[src/rtl/scmp_pkg.sv]
package scmp_pkg;

  typedef enum logic [2:0] {
    CC_EQ  = 3'd0,
    CC_NE  = 3'd1,
    CC_LT  = 3'd2,
    CC_GT  = 3'd3,
    CC_LE  = 3'd4,
    CC_GE  = 3'd5,
    CC_RSV6 = 3'd6,
    CC_RSV7 = 3'd7
  } cond_e;

  typedef struct packed {
    logic zero;
    logic borrow;
    logic ovf;
    logic sign;
  } sub_flags_t;

  function automatic logic code_is_defined(input logic [2:0] code);
    return code <= 3'd5;
  endfunction

endpackage

[src/rtl/scmp_operand_sel.sv]
module scmp_operand_sel #(
  parameter int WIDTH = 32,
  parameter int IMM_W = 16
) (
  input  logic [WIDTH-1:0] reg_b,
  input  logic [IMM_W-1:0] imm,
  input  logic             use_imm,
  output logic [WIDTH-1:0] rhs
);

  logic [WIDTH-1:0] imm_ext;

  generate
    if (IMM_W >= WIDTH) begin : g_trunc
      assign imm_ext = imm[WIDTH-1:0];
    end else begin : g_sext
      localparam int PAD = WIDTH - IMM_W;
      assign imm_ext = {{PAD{imm[IMM_W-1]}}, imm};
    end
  endgenerate

  assign rhs = use_imm ? imm_ext : reg_b;

  always_comb begin
    if (use_imm)
      AST_IMM_SIGN_KEPT: assert (rhs[WIDTH-1] == imm[IMM_W-1] || IMM_W > WIDTH);
  end

endmodule

[src/rtl/scmp_subtractor.sv]
module scmp_subtractor
  import scmp_pkg::*;
#(
  parameter int WIDTH = 32
) (
  input  logic [WIDTH-1:0] lhs,
  input  logic [WIDTH-1:0] rhs,
  output sub_flags_t       flags
);

  localparam int MSB = WIDTH - 1;

  function automatic logic [WIDTH:0] sub_ext(input logic [WIDTH-1:0] x,
                                              input logic [WIDTH-1:0] y);
    return {1'b0, x} + {1'b0, ~y} + {{WIDTH{1'b0}}, 1'b1};
  endfunction

  logic [WIDTH:0]   raw;
  logic [WIDTH-1:0] diff;
  logic             carry_out;

  assign raw       = sub_ext(lhs, rhs);
  assign diff      = raw[WIDTH-1:0];
  assign carry_out = raw[WIDTH];

  assign flags.zero   = (diff == '0);
  assign flags.borrow = ~carry_out;
  assign flags.sign   = diff[MSB];
  assign flags.ovf    = (lhs[MSB] ^ rhs[MSB]) & (diff[MSB] ^ lhs[MSB]);

  always_comb begin
    AST_ZERO_MEANS_EQUAL: assert (flags.zero == (lhs == rhs));
    AST_BORROW_MEANS_BELOW: assert (flags.borrow == (lhs < rhs));
    AST_SIGNED_ORDER: assert ((flags.sign ^ flags.ovf) == ($signed(lhs) < $signed(rhs)));
  end

endmodule

[src/rtl/scmp_cond_eval.sv]
module scmp_cond_eval
  import scmp_pkg::*;
(
  input  sub_flags_t flags,
  input  logic [2:0] cond_code,
  input  logic       is_unsigned,
  output logic       outcome
);

  logic is_eq, is_lt, is_gt;

  assign is_eq = flags.zero;
  assign is_lt = is_unsigned ? flags.borrow : (flags.sign ^ flags.ovf);
  assign is_gt = ~is_lt & ~is_eq;

  always_comb begin
    unique case (cond_e'(cond_code))
      CC_EQ:   outcome = is_eq;
      CC_NE:   outcome = ~is_eq;
      CC_LT:   outcome = is_lt;
      CC_GT:   outcome = is_gt;
      CC_LE:   outcome = is_lt | is_eq;
      CC_GE:   outcome = ~is_lt;
      default: outcome = 1'b0;
    endcase
  end

  always_comb begin
    AST_EQ_NOT_BELOW: assert (!(is_eq && is_lt));
    AST_RSV_CODE_LOW: assert (code_is_defined(cond_code) || !outcome);
  end

endmodule

[src/rtl/scmp_unit.sv]
module scmp_unit
  import scmp_pkg::*;
#(
  parameter int WIDTH = 32,
  parameter int IMM_W = 16
) (
  input  logic             clk,
  input  logic             rst_n,
  input  logic [WIDTH-1:0] opnd_a,
  input  logic [WIDTH-1:0] opnd_b,
  input  logic [IMM_W-1:0] imm,
  input  logic             use_imm,
  input  logic [2:0]       cond_code,
  input  logic             is_unsigned,
  output logic [WIDTH-1:0] set_word
);

  logic [WIDTH-1:0] rhs;
  sub_flags_t       flags;
  logic             outcome;

  scmp_operand_sel #(.WIDTH(WIDTH), .IMM_W(IMM_W)) u_sel (
    .reg_b   (opnd_b),
    .imm     (imm),
    .use_imm (use_imm),
    .rhs     (rhs)
  );

  scmp_subtractor #(.WIDTH(WIDTH)) u_sub (
    .lhs   (opnd_a),
    .rhs   (rhs),
    .flags (flags)
  );

  scmp_cond_eval u_eval (
    .flags       (flags),
    .cond_code   (cond_code),
    .is_unsigned (is_unsigned),
    .outcome     (outcome)
  );

  always_ff @(posedge clk or negedge rst_n) begin
    if (!rst_n) set_word <= '0;
    else        set_word <= {{(WIDTH-1){1'b0}}, outcome};
  end

  AST_RESET_CLEARS: assert property (@(posedge clk) !rst_n |=> set_word == '0);
  AST_RSV_GIVES_ZERO: assert property (@(posedge clk) disable iff (!rst_n)
    (cond_code > 3'd5) |=> set_word == '0);
  AST_EQ_NE_DISJOINT: assert property (@(posedge clk) disable iff (!rst_n)
    (cond_code == 3'd1 && opnd_a == rhs) |=> !set_word[0]);

endmodule

[config.mk]
export PLATFORM = sky130hd
export DESIGN_NAME = scmp_unit
export DESIGN_NICKNAME = d
export VERILOG_FILES = /design/src/rtl/scmp_pkg.sv /design/src/rtl/scmp_operand_sel.sv /design/src/rtl/scmp_subtractor.sv /design/src/rtl/scmp_cond_eval.sv /design/src/rtl/scmp_unit.sv
export SDC_FILE = /design/constraint.sdc
export NUM_CORES = 1
export LEC_CHECK = 0
export BUFFER_PORTS_ARGS = -buffer_cell sky130_fd_sc_hd__buf_4
export CORE_MARGIN = 3
export CORE_UTILIZATION = 40
export DETAILED_ROUTE_END_ITERATION = 8
export GPL_ROUTABILITY_DRIVEN = 0
export PLACE_DENSITY = 0.68
export REMOVE_ABC_BUFFERS = 1
export SETUP_SLACK_MARGIN = 0.3
export SLEW_MARGIN = 20
export SYNTH_ARGS = -nofsm -noshare
export SYNTH_HDL_FRONTEND = slang
export SYNTH_SLANG_ARGS = --single-unit
[constraint.sdc]
create_clock -name clk -period 0.8 [get_ports clk]
set_input_delay 0.04 -clock clk [delete_from_list [all_inputs] [get_ports clk]]
set_output_delay 0.04 -clock clk [all_outputs]
set_load 0.005 [all_outputs]
Word level (Yosys, flattened, before mapping):

Cells that the tools add are included.

* flip-flop bits (word level): 1
* bits of input ports: 87
* output and inout port bits: 32

* add/subtract/negate cells: 2
* eq/ne operators: 5
* multiplexer cells: 3
* bitwise operators: 10
* reductions and logical operators: 2

Operators by type and width (number)
* adder 32 x 32 -> 33 bit: 1
* adder 33 x 1 -> 33 bit, second input constant: 1
* logical NOT 32 bit: 1
* 2-to-1 mux 32 bit: 1
* NOT 32 bit: 1
* equality test 3 x 2 -> 1 bit, second input constant: 2
* equality test 3 bit, second input constant: 2
* one-hot mux 1 bit (6 select lines): 1
* equality test 3 x 1 -> 1 bit, second input constant: 1
* logical NOT 3 bit: 1
* NOT 1 bit: 3
* bitwise XOR 1 bit: 3
* bitwise AND 1 bit: 2
* 2-to-1 mux 1 bit: 1
* bitwise OR 1 bit: 1

Logic depth before layout (Yosys ltp):

* word-level depth: 11
* mapped depth: 26
* gate-level depth less buffers: 22

Cells and area by module:

A second synthesis with hierarchy kept.

* cells, all modules: 415
* area total of the unflattened synthesis: 3115.5 µm²

By module, submodules not included
* scmp_subtractor: instances 1, cells each 335, area each 2214.6 µm², seq. area each 0.0 µm²
* scmp_operand_sel: instances 1, cells each 37, area each 549.3 µm², seq. area each 0.0 µm²
* scmp_unit: instances 1, cells each 33, area each 261.5 µm², seq. area each 25.0 µm²
* scmp_cond_eval: instances 1, cells each 10, area each 90.1 µm², seq. area each 0.0 µm²

Worst setup path before layout:

No wires, ideal clock.

* kind: input to register
* from: in use_imm
* to: reg set_word[0]
* setup time: 0.065 ns
* arrival time: 4.912 ns
* data required time: 0.735 ns
* slack: -4.177 ns
* cell stages on the path: 23
* cells stage by stage: clkbuf_1 -> buf_1 -> mux2i_1 -> ha_1 -> clkbuf_2 -> a21oi_2 -> o21ai_2 -> a211o_1 -> o31a_1 -> o21ai_0 -> a21oi_1 -> o21ai_0 -> nand2b_1 -> fa_1 -> a311oi_1 -> o2111ai_1 -> nor4_1 -> nand4_1 -> a211oi_1 -> nand4_1 -> or4_1 -> o311a_1 -> nand2_1

* word-level cells in the longest chain between the ends: 11
* elaborated cells on any way between the ends: 16

RTL lines
* start: declaration: line scmp_unit.sv:12 `input logic use_imm,`
* 2-to-1 mux 32 bit *: line scmp_operand_sel.sv:22 `assign rhs = use_imm ? imm_ext : reg_b;`
* NOT 32 bit: line scmp_subtractor.sv:15 `return {1'b0, x} + {1'b0, ~y} + {{WIDTH{1'b0}}, 1'b1};`
* adder 32 x 32 -> 33 bit: line scmp_subtractor.sv:15
* adder 33 x 1 -> 33 bit: line scmp_subtractor.sv:15
* bitwise XOR 1 bit: line scmp_subtractor.sv:29 `assign flags.ovf = (lhs[MSB] ^ rhs[MSB]) & (diff[MSB] ^ lhs[MSB]);`
* bitwise AND 1 bit: line scmp_subtractor.sv:29
* bitwise XOR 1 bit: line scmp_cond_eval.sv:13 `assign is_lt = is_unsigned ? flags.borrow : (flags.sign ^ flags.ovf);`
* 2-to-1 mux 1 bit: line scmp_cond_eval.sv:13
* NOT 1 bit: line scmp_cond_eval.sv:14, scmp_cond_eval.sv:23
* bitwise AND 1 bit: line scmp_cond_eval.sv:14 `assign is_gt = ~is_lt & ~is_eq;`
* one-hot mux 1 bit (6 select lines) *: line scmp_cond_eval.sv:17 `unique case (cond_e'(cond_code))`
* named net outcome: line scmp_unit.sv:20 `logic outcome;`
* end signal: assignment: line scmp_unit.sv:44 `else set_word <= {{(WIDTH-1){1'b0}}, outcome};`
* end: declaration: line scmp_unit.sv:15 `output logic [WIDTH-1:0] set_word`

The timed path passes the listed nets; every way through them passes the cells marked *.

Worst setup path in the final report:

Ends and elaborated chain as after synthesis.

==> impl_metrics.csv <==
group,metric,value,unit
logic_synthesis,synth_cells,431,
logic_synthesis,ys_async_sr_fraction,100,%
final_layout,top_regs,"set_word (1)",
logic_synthesis,synth_seq_cells,1,
worst_setup_path,crit_slowest_cell,"fa_1",
final_layout,syn2layout_area_growth,55.5,%
drt,wl,10.0,mm
drt,first_iter_violations,190,
drt,drc,0,
final_layout,fillCellCount,648,
power,p_leak,2.29,nW
sta,rsz0062_at_grt,"yes",
final_layout,antenna_cells,0,
clock_tree,clk_pin_slew,0,ps
logic_synthesis,ys_types,83,
sta,hold_violations,0,
sta,worstMarginPinSlew,710,ps
worst_setup_path,critPathMaxFanout,17,
sta,final.min_clock_period,4550,ps
grt,grt_pass1_vias,3635,
logic_synthesis,synth_area,0.00301,mm^2
logic_synthesis,synth_warnings,0,
logic_synthesis,avgSynthCellArea,6.98,um^2
power,combinationalPowerShare,98.5,%
grt,grt_pass1_wl,16.0,mm
drt,drt_pass1_iterations,5,
power,intPower,0.00222,W
final_layout,fin_nets,748,
sta,setup_viol,1,
power,p_sw,0.00202,W
placement,port_buffers,87,
floorplanning,dieWidth,92.7,um
logic_synthesis,ys.flop_type,"dfrtp_1",
drt,via_per_inst,5.45,
floorplanning,core,0.00706,mm^2
sta,final.setup.worst_slack,-3750,ps
logic_synthesis,synthTopCellsByArea,"ha_1 14%, a21oi_1 8.3%, buf_4 8.0%",
worst_setup_path,crit_chain,"buf_8 -> and2_1 -> buf_12 -> a21oi_2 -> ha_1 -> buf_4 -> nand2_2 -> nor2_1 -> a211o_1 -> o31a_1 -> o21ai_1 -> a21oi_1 -> o21ai_1 -> nand2b_1 -> fa_1 -> a311oi_2 -> o2111ai_1 -> nor4_1 -> nand4_1 -> a211oi_2 -> nand4_1 -> or4_4 -> o311a_1 -> nand2_1",
logic_synthesis,synth_top_cell_area_share,13.7,%
drt,ant_nets,0,
floorplanning,die_area,0.00860,mm^2
worst_setup_path,arrival,4480,ps
worst_setup_path,start_kind,"input pin",
min_path,hp-class,"in2reg",
drt,vias,3926,
worst_setup_path,critical_path_class,"in2reg",
final_layout,drive_above_1_share,42.1,%
floorplanning,boundaryPins,119,
power,ir_drop,0.000420,V
logic_synthesis,synth_edf_count,0,
final_layout,regMostFlops,"set_word",
floorplanning,rows,30,
worst_setup_path,cpPeakStageDelay,460,ps
power,clkPwrFrac,0,%
grt,antenna_found_initial,0,
run,maxCapViolCount,0,
power,p_sw_share,47.6,%
logic_synthesis,yosysTopAreaCell,"ha_1",
power,power_frac_seq,1.5,%
final_layout,largest_register_ffs,1,
grt,grt_max_degree,18,
floorplanning,start_util,42.6,%
sta,fin_hold_ws,356,ps
final_layout,utilization,66.3,%
outcome,outcome,"finished, violations left",
worst_setup_path,end_kind,"register",
power,power_density,905,mW/mm^2
sta,drv_slew,0,
logic_synthesis,ys_seq_area_share,0.832,%
grt,grt_use_total,21.5,%
worst_setup_path,required,730,ps
sta,fin_crit_sh,568,%
sta,fmax,220,MHz
drt,routedWlPerCell,14.0,um
placement,hpwl,8.41,mm
floorplanning,die_y,92.7,um
outcome,violations,"setup timing",
grt,grt_overflow_total,0,
sta,max_slew_margin,52.0,%
-- through the flow --
step / setup slack (ps) / std cells / TNS, ps / area, um^2 / total power [W]
3_5_place_dp: -4070 / 714 / -4070 / 4490 / 0.00399
4_1_cts: -3810 / 715 / -3810 / 4590 / 0.00411
6_report: -3750 / 720 / -3750 / 4680 / 0.00423
3_3_place_gp: -3880 / 714 / -3880 / 4490 / 0.00392
5_1_grt: -4130 / 720 / -4130 / 4680 / 0.00461
2_1_floorplan: -3660 / 403 / -3660 / 2730 / 0.00214
-- kinds of logic (layout without fill, tap and decap cells) --
| group | count (synthesis) | in the layout | synth area share (%) |
|---|---|---|---|
| other | 1 | 31 | 0.125 |
| and+or+nand+nor | 131 | 131 | 23.3 |
| xor gates and xnor gates | 7 | 7 | 2.04 |
| DFF | 1 | 1 | 0.832 |
| AOI/OAI and AO/OA | 159 | 159 | 36.4 |
| adders and majority gates | 35 | 35 | 15.1 |
| muxes | 20 | 20 | 6.95 |
| buffers and inverters | 77 | 240 | 15.2 |
-- Yosys cell counts (3+ instances only) --
master / instances
mux2_2: 3
ha_1: 33
o21a_1: 8
nor3_1: 11
a22oi_1: 3
nor2_1: 18
clkbuf_1: 10
a21oi_1: 50
or2_2: 3
and3_1: 3
nand2_1: 31
o2111ai_1: 6
xor2_1: 3
nand3_1: 15
mux2i_1: 16
nand4_1: 15
a31oi_1: 5
o21ai_0: 25
nand2b_1: 7
o21bai_1: 4
o211ai_1: 3
a211o_1: 3
o31ai_1: 5
buf_4: 32
o21ai_1: 3
inv_1: 18
nor4_1: 6
xnor2_1: 4
buf_2: 9
a21o_1: 9
-- critical path, delay by kind of cell --
family,cells,cell delay [ps]
and+or+nand+nor,9,1380
AOI/OAI and AO/OA,10,1910
buffers and inverters,3,420
adders and majority gates,2,720
-- cell type report --
cell class	count	area [um^2]	share of cell area, %
inverter	19	72.6	1.55
multi-input combinational	383	2750	58.8
sequential	1	25.0	0.535
tap	96	120	2.57
timing repair buffer	221	1710	36.6
-- final timing paths --
check	slack (ps)	end	start	depth (start not counted)
max	-3750	set_word[0]$_DFF_PN0_	use_imm	24
min	360	set_word[0]$_DFF_PN0_	cond_code[2]	4
max in group asynchronous	350	set_word[0]$_DFF_PN0_	rst_n	2
min in group asynchronous	370	set_word[0]$_DFF_PN0_	rst_n	2
-- layout by cell type, fill, tap and decap left out, types with 4 or more instances in the layout --
master,Yosys,routed
buf_4,32,215
a21oi_1,50,43
ha_1,33,32
conb_1,1,31
nand2_1,31,30
o21ai_0,25,22
inv_1,18,18
nor2_1,18,17
nand3_1,15,15
nand4_1,15,15
mux2i_1,16,14
nor3_1,11,11
a21o_1,9,9
a21oi_2,1,8
o21a_1,8,8
nand2b_1,7,7
o2111ai_1,6,6
nor4_1,6,6
o21ai_1,3,5
o31ai_1,5,5
o21bai_1,4,4
a31oi_1,5,4
xnor2_1,4,4
-- routing by layer --
metal | share of wire [%] | vias up | track usage (%)
met1 | 44 | 1789 | 29.0
met5 | 0 | - | 0
li1 | - | 1963 | -
met4 | 0.91 | 0 | 2.44
met2 | 49 | 164 | 38.5
met3 | 6.5 | 10 | 1.30
-- power groups by stage --
stage               sequential (W)  clock (W)  combinational [W]
detailed placement       0.0000598          0            0.00393
CTS                      0.0000612          0            0.00405
floorplan                0.0000610          0            0.00208
global route             0.0000623          0            0.00454
finish                   0.0000614          0            0.00417
global placement         0.0000597          0            0.00386
-- repair_timing --
action / 4_1_cts / 5_1_grt
hold buffers: 1 / 0
resized for setup: 20 / 11
hold endpoints to repair: 1 / 0
pin swaps: 12 / 11
buffers inserted: 0 / 5
endpoints found under the setup margin: 2 / 2
Power figures use the tool's default switching activity.
